<file path="src/rtl/sertx_pkg.sv">
package sertx_pkg;
    localparam int DATA_MAX = 9;
    localparam int STOP_MAX = 2;
    localparam int FRAME_W  = 1 + DATA_MAX + 1 + STOP_MAX;
    localparam int CNT_W    = $clog2(FRAME_W + 1);

    localparam logic [2:0] LEN_CODE_7 = 3'b100;
    localparam logic [2:0] LEN_CODE_8 = 3'b101;
    localparam logic [2:0] LEN_CODE_9 = 3'b110;

    typedef struct packed {
        logic [2:0] len;
        logic       two_stop;
        logic       par_en;
        logic       par_odd;
        logic       msb_first;
    } fmt_t;
endpackage

</file>
<file path="src/rtl/sertx_buf.sv">
module sertx_buf
    import sertx_pkg::*;
(
    input  logic                clk,
    input  logic                rst_n,
    input  logic                wr_valid,
    input  logic [DATA_MAX-1:0] wr_data,
    input  logic                take,
    output logic                full,
    output logic [DATA_MAX-1:0] word
);
    typedef struct packed {
        logic                full;
        logic [DATA_MAX-1:0] word;
    } buf_state_t;

    buf_state_t st_d, st_q;

    always_comb begin
        st_d = st_q;
        if (take) st_d.full = 1'b0;
        if (wr_valid) begin
            st_d.full = 1'b1;
            st_d.word = wr_data;
        end
    end

    always_ff @(posedge clk or negedge rst_n) begin
        if (!rst_n) st_q <= '0;
        else        st_q <= st_d;
    end

    assign full = st_q.full;
    assign word = st_q.word;
endmodule

</file>
<file path="src/rtl/sertx_frame.sv">
module sertx_frame
    import sertx_pkg::*;
(
    input  logic [DATA_MAX-1:0] word,
    input  fmt_t                fmt,
    output logic [FRAME_W-1:0]  frame,
    output logic [CNT_W-1:0]    nbits
);
    logic [CNT_W-1:0]    dlen;
    logic [DATA_MAX-1:0] ordered;
    logic [DATA_MAX-1:0] mask;
    logic                par_bit;

    always_comb begin
        unique case (fmt.len)
            LEN_CODE_7: dlen = CNT_W'(7);
            LEN_CODE_9: dlen = CNT_W'(9);
            default:    dlen = CNT_W'(8);
        endcase
    end

    always_comb begin
        ordered = word;
        if (dlen == CNT_W'(8) && fmt.msb_first) begin
            for (int i = 0; i < 8; i++) ordered[i] = word[7-i];
        end
    end

    always_comb begin
        for (int i = 0; i < DATA_MAX; i++) mask[i] = (i < int'(dlen));
        par_bit = (^(ordered & mask)) ^ fmt.par_odd;
    end

    always_comb begin
        frame    = '1;
        frame[0] = 1'b0;
        for (int i = 0; i < DATA_MAX; i++) begin
            if (i < int'(dlen)) frame[1+i] = ordered[i];
        end
        if (fmt.par_en) frame[1+int'(dlen)] = par_bit;
        nbits = CNT_W'(2) + dlen + CNT_W'(fmt.par_en) + CNT_W'(fmt.two_stop);
    end
endmodule

</file>
<file path="src/rtl/sertx_shift.sv">
module sertx_shift
    import sertx_pkg::*;
(
    input  logic               clk,
    input  logic               rst_n,
    input  logic               bit_tick,
    input  logic               req,
    input  logic [FRAME_W-1:0] frame,
    input  logic [CNT_W-1:0]   nbits,
    output logic               load,
    output logic               done,
    output logic               busy,
    output logic               txd
);
    typedef struct packed {
        logic               busy;
        logic               txd;
        logic [CNT_W-1:0]   left;
        logic [FRAME_W-1:0] sh;
    } shift_state_t;

    shift_state_t st_d, st_q;
    logic         last;

    assign last = st_q.busy && (st_q.left == '0);
    assign done = bit_tick && last;
    assign load = bit_tick && req && (!st_q.busy || last);

    always_comb begin
        st_d = st_q;
        if (load) begin
            st_d.busy = 1'b1;
            st_d.sh   = frame;
            st_d.left = nbits - CNT_W'(1);
            st_d.txd  = frame[0];
        end else if (done) begin
            st_d.busy = 1'b0;
            st_d.txd  = 1'b1;
        end else if (bit_tick && st_q.busy) begin
            st_d.sh   = {1'b1, st_q.sh[FRAME_W-1:1]};
            st_d.left = st_q.left - CNT_W'(1);
            st_d.txd  = st_q.sh[1];
        end
    end

    always_ff @(posedge clk or negedge rst_n) begin
        if (!rst_n) begin
            st_q      <= '0;
            st_q.txd  <= 1'b1;
            st_q.sh   <= '1;
        end else begin
            st_q <= st_d;
        end
    end

    assign busy = st_q.busy;
    assign txd  = st_q.txd;
endmodule

</file>
<file path="src/rtl/sertx_top.sv">
module sertx_top
    import sertx_pkg::*;
(
    input  logic                clk,
    input  logic                rst_n,
    input  logic                bit_tick,
    input  logic                tx_en,
    input  logic [2:0]          fmt_len,
    input  logic                fmt_two_stop,
    input  logic                fmt_par_en,
    input  logic                fmt_par_odd,
    input  logic                fmt_msb_first,
    input  logic                irq_on_done,
    input  logic                wr_valid,
    input  logic [DATA_MAX-1:0] wr_data,
    output logic                txd,
    output logic                buf_empty,
    output logic                shift_empty,
    output logic                irq
);
    typedef struct packed {
        logic irq;
    } top_state_t;

    top_state_t          st_d, st_q;
    fmt_t                fmt;
    logic                buf_full;
    logic [DATA_MAX-1:0] buf_word;
    logic [FRAME_W-1:0]  frame;
    logic [CNT_W-1:0]    nbits;
    logic                load, done, busy;

    assign fmt = '{len: fmt_len, two_stop: fmt_two_stop, par_en: fmt_par_en,
                   par_odd: fmt_par_odd, msb_first: fmt_msb_first};

    sertx_buf buf_i (
        .clk(clk), .rst_n(rst_n), .wr_valid(wr_valid), .wr_data(wr_data),
        .take(load), .full(buf_full), .word(buf_word)
    );

    sertx_frame frame_i (
        .word(buf_word), .fmt(fmt), .frame(frame), .nbits(nbits)
    );

    sertx_shift shift_i (
        .clk(clk), .rst_n(rst_n), .bit_tick(bit_tick), .req(buf_full && tx_en),
        .frame(frame), .nbits(nbits), .load(load), .done(done),
        .busy(busy), .txd(txd)
    );

    always_comb begin
        st_d.irq = irq_on_done ? done : load;
    end

    always_ff @(posedge clk or negedge rst_n) begin
        if (!rst_n) st_q <= '0;
        else        st_q <= st_d;
    end

    assign irq         = st_q.irq;
    assign buf_empty   = !buf_full;
    assign shift_empty = !busy;
endmodule

</file>
<file path="config.mk">
export PLATFORM = sky130hd
export DESIGN_NAME = sertx_top
export DESIGN_NICKNAME = d
export VERILOG_FILES = /design/src/rtl/sertx_pkg.sv /design/src/rtl/sertx_buf.sv /design/src/rtl/sertx_frame.sv /design/src/rtl/sertx_shift.sv /design/src/rtl/sertx_top.sv
export SDC_FILE = /design/constraint.sdc
export NUM_CORES = 1
export LEC_CHECK = 0
export ABC_CLOCK_PERIOD_IN_PS = 1500
export BUFFER_PORTS_ARGS = -buffer_cell sky130_fd_sc_hd__buf_2
export CELL_PAD_IN_SITES_DETAIL_PLACEMENT = 1
export CELL_PAD_IN_SITES_GLOBAL_PLACEMENT = 1
export CORE_UTILIZATION = 39
export CTS_CLUSTER_SIZE = 12
export DETAILED_ROUTE_END_ITERATION = 8
export PLACE_DENSITY = 0.82
export SLEW_MARGIN = 0
export SYNTH_ARGS = -nofsm -noshare
export SYNTH_HDL_FRONTEND = slang
export SYNTH_SLANG_ARGS = --single-unit
</file>
<file path="constraint.sdc">
create_clock -name clk -period 1.5 [get_ports clk]
set_input_delay 0.075 -clock clk [delete_from_list [all_inputs] [get_ports clk]]
set_output_delay 0.075 -clock clk [all_outputs]
set_load 0.005 [all_outputs]
</file>
Yosys cells after proc, flatten, opt, wreduce, memory -nomap -nowiden
Cells that the tools add are included.
- latch bits: 0
- output and inout port bits: 4
- memory bits (writable): 0
- memory bits (read-only): 0
- memories: 0
- logic and storage cells: 71
- register bits: 30
- reduce and logical (&&, ||, !) cells: 18
- $lt $le $gt $ge: 11
- equal/unequal tests: 4
- $add $sub $neg: 6
- div/mod/pow operators: 0
- $mul: 0
- bitwise gates (word level): 2
- shift-type cells: 0
- mux-type cells: 23
- operators by type and width (operator ; count):
    greater-or-equal comparator 32 x 1 -> 1 bit (second input constant) ; 1
    < comparator 32 x 6 -> 1 bit (second input constant) ; 1
    two-way mux 19 bit ; 1
    two-way mux 18 bit ; 1
    two-way mux 17 bit ; 1
    < comparator 3 x 4 -> 1 bit (first input constant) ; 4
    two-way mux 1 bit ; 14
    bitwise mux 13 bit ; 1
    two-way mux 13 bit ; 1
    two-way mux 10 bit ; 1
    bitwise AND 9 bit ; 1
    XOR reduction 9 bit ; 1
    adder 4 x 1 -> 4 bit ; 2
    logical AND 1 bit ; 8
    < comparator 1 x 4 -> 1 bit (first input constant) ; 2
    < comparator 2 x 4 -> 1 bit (first input constant) ; 2
    two-way mux 8 bit ; 1
    case mux 4 bit (2 select lines) ; 1
    subtractor 4 x 1 -> 4 bit (second input constant) ; 2
    == test 3 bit (second input constant) ; 2
    nonzero test 2 bit ; 3
    adder 1 x 4 -> 5 bit (first input constant) ; 1
    adder 2 x 4 -> 4 bit (first input constant) ; 1
    demux 1 bit (select 4 bit) ; 1
    other kinds (9) ; 10

Longest topological paths before layout
- word-level depth: 11
- mapped depth: 10
- mapped depth without buffers: 10

Hierarchy
From an unflattened synthesis, not the netlist that was laid out.
- cells, all modules: 171
- area total of the unflattened synthesis: 1785.5 µm²
- modules (own cells, without submodules) (module ; cells each ; instances ; area an instance (µm²) ; seq. area each (µm²)):
    sertx_shift ; 102 ; 1 ; 965.9 ; 466.7
    sertx_buf ; 22 ; 1 ; 409.1 ; 250.2
    sertx_frame ; 42 ; 1 ; 356.6 ; 0.0
    sertx_top ; 5 ; 1 ; 53.8 ; 25.0

Worst setup path after synthesis
Ideal clock, no wire load.
- kind: flip-flop to flip-flop
- start: reg buf_i.st_q, in the netlist buf_i.word[7]
- end: reg shift_i.st_q[9] in the netlist's numbering
- stages on the path, launching flop included: 7
- path slack: -0.085 ns
- arrival: 1.508 ns
- library setup time: 0.077 ns
- buffers on the path: 0
- path through: dfrtp_1 -> mux2i_1 -> nor2_1 -> a31oi_1 -> xnor3_1 -> and3_1 -> o22ai_1
- word-level cells in the longest chain between the ends: 7
- ends and longest elaborated chain (item ; RTL line ; RTL):
    start, declared ; sertx_buf.sv:17 ; buf_state_t st_d, st_q;
    start signal, assigned ; sertx_buf.sv:30 ; else st_q <= st_d;
    two-way mux 8 bit ; sertx_frame.sv:24 ; if (dlen == CNT_W'(8) && fmt.msb_first) begin
    bitwise AND 9 bit ; sertx_frame.sv:31 ; par_bit = (^(ordered & mask)) ^ fmt.par_odd;
    XOR reduction 9 bit ; sertx_frame.sv:31 ;
    XOR 1 bit ; sertx_frame.sv:31 ;
    bitwise mux 13 bit ; sertx_frame.sv:40 ; if (fmt.par_en) frame[1+int'(dlen)] = par_bit;
    two-way mux 13 bit ; sertx_frame.sv:40 ;
    two-way mux 19 bit ; sertx_shift.sv:31 ; if (load) begin
    end signal, assigned ; sertx_shift.sv:52 ; st_q <= st_d;
    end, declared ; sertx_shift.sv:22 ; shift_state_t st_d, st_q;
No other way between the ends.
A chain may end at the register's enable or synchronous reset.

Worst setup path in the final report
- start: reg buf_i.st_q, in the netlist buf_i.word[0]
- end: reg shift_i.st_q[10] in the netlist's numbering
The elaborated chain is that of the path after synthesis.

==> Flow_metrics.wiki <==
{| class="wikitable"
! Metric !! Value
|-
| Overall fraction of global-route tracks in use || 22.28%
|-
| Number of search-and-repair iterations in the first detailed-routing pass || 4
|-
| Most frequent cell after synthesis || sky130_fd_sc_hd__dfrtp_1
|-
| Max Clk Rate || 0.5855 GHz
|-
| CTS clock-pin slew for the worst setup and hold paths || 70 ps
|-
| Path category of the worst min-delay check || primary input to flop
|-
| Die footprint || 0.004251 mm²
|-
| Post-synthesis area per instance || 10.38 µm²
|-
| Y dimension of the die || 65.20 µm
|-
| Max capacitance violation total || 0
|-
| Synth async-reset ratio || 100.0%
|-
| TritonCTS clock tree || built
|-
| Maximum vdd ir drop || 687.7 µV
|-
| Net count, final || 240
|-
| Number of warnings issued by yosys || 0
|-
| Number of buffers added by the clock tree synthesis step || 5
|-
| Violated checks || negative setup slack
|-
| Main flop type after synthesis || sky130_fd_sc_hd__dfrtp_1
|-
| Final clock period utilization by the worst path || 113.9%
|-
| Worst-case register-to-register setup slack || -210 ps
|-
| Clock Skew || 9.247 ps
|-
| Initial core utilization || 41.61%
|-
| Number of library cell types mapped by synthesis || 35
|-
| First-pass GRT wire length || 7.107 mm
|-
| Leading cell types by count after synthesis || 16 x sky130_fd_sc_hd__dfrtp_1, 14 x sky130_fd_sc_hd__nand2_1, 14 x sky130_fd_sc_hd__o21ai_0
|-
| Clk Latency, worst-skew pair || 290 ps
|-
| Setup slack of the critical path after layout || -207.8 ps
|-
| Root buf cell || sky130_fd_sc_hd__clkbuf_8
|-
| Fraction of layout instances using a drive strength above 1 || 57.94%
|-
| Endpoint class of the critical path || flop
|-
| CP Max Fanout || 3
|-
| Number of rows in the core area || 22
|-
| Worst relative slew slack || 55.71%
|-
| Type of element launching the critical path || flop
|-
| Min cycle time layout || 1708 ps
|-
| RSZ-0062 raised after global routing || yes
|-
| Final weighted congestion in routability-driven placement || 0.8241
|-
| Worst Setup Path Type || flop to flop
|-
| Post-DP HPWL || 3.046 mm
|-
| EDFF count, synth || 0
|-
| Horizontal die dimension || 65.20 µm
|-
| Number of inserted filler cells in the final layout || 403
|-
| TritonCTS sink count || 29
|-
| Total power || 2.994 mW
|-
| Antenna cell count || 0
|-
| Arrival time at the worst endpoint || 1930 ps
|-
| Final hold vios || 0
|-
| Pin count of the biggest net entering global routing || 30
|-
| Count of H-tree levels built during CTS || 2
|-
| Vias per std cell || 5.359
|-
| Cell count after synthesis || 150
|-
| Post-Synthesis Cell Area || 0.001558 mm²
|-
| Mapped Nets || 177
|-
| Total wire length after detailed routing || 4.591 mm
|-
| Final slew viol count || 0
|-
| Overflow after GRT || 0
|-
| Remaining routing DRC violations || 0
|-
| Synthesis-to-finish area growth || 45.94%
|-
| Worst Path Required || 1730 ps
|-
| Yosys top cell area share || 25.70%
|-
| DR iter-0 viols || 31
|-
| Status || finished, violations left
|-
| DR WL/cell || 17.52 µm
|-
| Post-synthesis sequential area ratio || 47.63%
|-
| Max clock buf depth || 2
|-
| Number of synthesized register bits || 29
|-
| Synth area leader || sky130_fd_sc_hd__dfrtp_1
|-
| Port Buffer Count || 25
|-
| Total number of vias || 1404
|-
| Reported leakage power || 1.060 nW
|-
| Initial antenna violation count || 0
|-
| Area of the core || 0.003744 mm²
|-
| Number of setup violations in the final report || 6
|-
| Total power density per cell area || 1317 mW/mm²
|-
| Number of global-route vias before repair || 1507
|-
| Number of top-level pins || 26
|-
| Worst hold slack || 19.94 ps
|-
| Number of antenna-violating nets in the routed design || 0
|-
| Most area-consuming cells after synthesis || sky130_fd_sc_hd__dfrtp_1 26%, sky130_fd_sc_hd__dfstp_2 22%, sky130_fd_sc_hd__mux2_2 6.5%
|-
| Pin slew with the least headroom to its limit || 664.4 ps
|}
==> power breakdown <==
group          leakage [nW]  switching [mW]  internal [mW]  total (mW)
Sequential            0.315           0.185           1.03        1.22
Combinational         0.700           0.523          0.631        1.15
Clock                0.0450           0.302          0.320       0.622
==> layer usage <==
metal	part of all wire (%)	global-route usage, %	wire [µm]	vias up
li1	-	-	-	667
met1	37	24.09	1711	704
met2	59	42.53	2699	26
met3	2.7	5.729	122	7
met4	1.2	5.435	57	0
met5	0	0	0	-
==> timing repair <==
item                                   CTS  global route
setup endpoints to repair               16            16
setup buffers                            3             8
hold buffers                             2             0
gates cloned                             0             0
endpoints found under the hold margin   17             0
pin swaps                                8             8
gates resized for setup                 19            33
==> final cells by class <==
type	count	area, µm²	share of cell area [%]
multi-input cells	109	943.4	41.50
flip-flops and latches	29	743.2	32.69
repair buffers	60	411.6	18.11
clock buffers	6	72.57	3.192
well taps	48	60.06	2.642
inverters	8	32.53	1.431
clock inverters	2	10.01	0.4403
==> worst max-delay path, stage by stage, from the launching register on <==
cell and delay [ps]:
sky130_fd_sc_hd__dfrtp_1 380, sky130_fd_sc_hd__mux2i_1 140, sky130_fd_sc_hd__nor2_1 60, sky130_fd_sc_hd__a31oi_1 220
sky130_fd_sc_hd__xnor3_2 520, sky130_fd_sc_hd__xnor2_2 190, sky130_fd_sc_hd__a2bb2oi_2 160
==> metrics by stage <==
stage / cell area, µm² / std cells / util (%) / setup WS (ps) / setup TNS [ps]
floorplan: 1579 / 150 / - / -85.46 / -173.6
global placement: 1903 / 241 / 50.84 / -137.1 / -508.3
detailed placement: 1903 / 241 / 50.84 / -292.6 / -1503
CTS: 2100 / 254 / 56.08 / -284.7 / -691.1
global route: 2273 / 262 / 60.73 / -246.6 / -1409
finish: 2273 / 262 / 60.73 / -207.8 / -713.4
==> registers in the layout, indices dropped and copies added, names as in the netlist <==
signal / cells
shift_i.st_q: 16
shift_i.busy: 1
shift_i.txd: 1
buf_i.word: 9
buf_i.full: 1
irq: 1
==> placed cells by master, fill, tap and decap left out, types with 3 or more instances in the layout <==
master                     instances
sky130_fd_sc_hd__inv_1             5
sky130_fd_sc_hd__buf_2            25
sky130_fd_sc_hd__clkbuf_8          5
sky130_fd_sc_hd__xnor2_1           4
sky130_fd_sc_hd__a22oi_2           6
sky130_fd_sc_hd__nand2_1          10
sky130_fd_sc_hd__o22ai_1           3
sky130_fd_sc_hd__ha_1              4
sky130_fd_sc_hd__o21ai_0           6
sky130_fd_sc_hd__dfrtp_1          15
sky130_fd_sc_hd__buf_4            28
sky130_fd_sc_hd__and3_1            3
sky130_fd_sc_hd__mux2i_1           7
sky130_fd_sc_hd__nand2_4           4
sky130_fd_sc_hd__dfstp_2          13
sky130_fd_sc_hd__mux2_2            9
sky130_fd_sc_hd__a21oi_2           4
sky130_fd_sc_hd__o21ai_1           7
sky130_fd_sc_hd__buf_6             5
sky130_fd_sc_hd__nor2_1            7
==> logic make-up after synthesis <==
| logic type | Yosys count | synth area share [%] |
|---|---|---|
| simple gates | 39 | 12.29 |
| fa+ha+maj | 5 | 4.016 |
| buf+inv | 12 | 3.052 |
| flops | 29 | 47.63 |
| xor+xnor | 8 | 5.382 |
| compound gates | 40 | 15.74 |
| mux | 17 | 11.89 |
==> worst paths after layout <==
path | startpoint | end | depth (start not counted)
setup / recovery | buf_i.word[0] | shift_i.st_q[10] | 6
hold / removal | wr_data[5] | buf_i.word[5] | 2
setup reg to reg | buf_i.word[0] | shift_i.st_q[10] | 6
hold reg to reg | shift_i.st_q[11] | shift_i.st_q[10] | 2
max in group asynchronous | rst_n | shift_i.st_q[15] | 2
min in group asynchronous | rst_n | shift_i.st_q[14] | 2
Power figures use the tool's default switching activity.
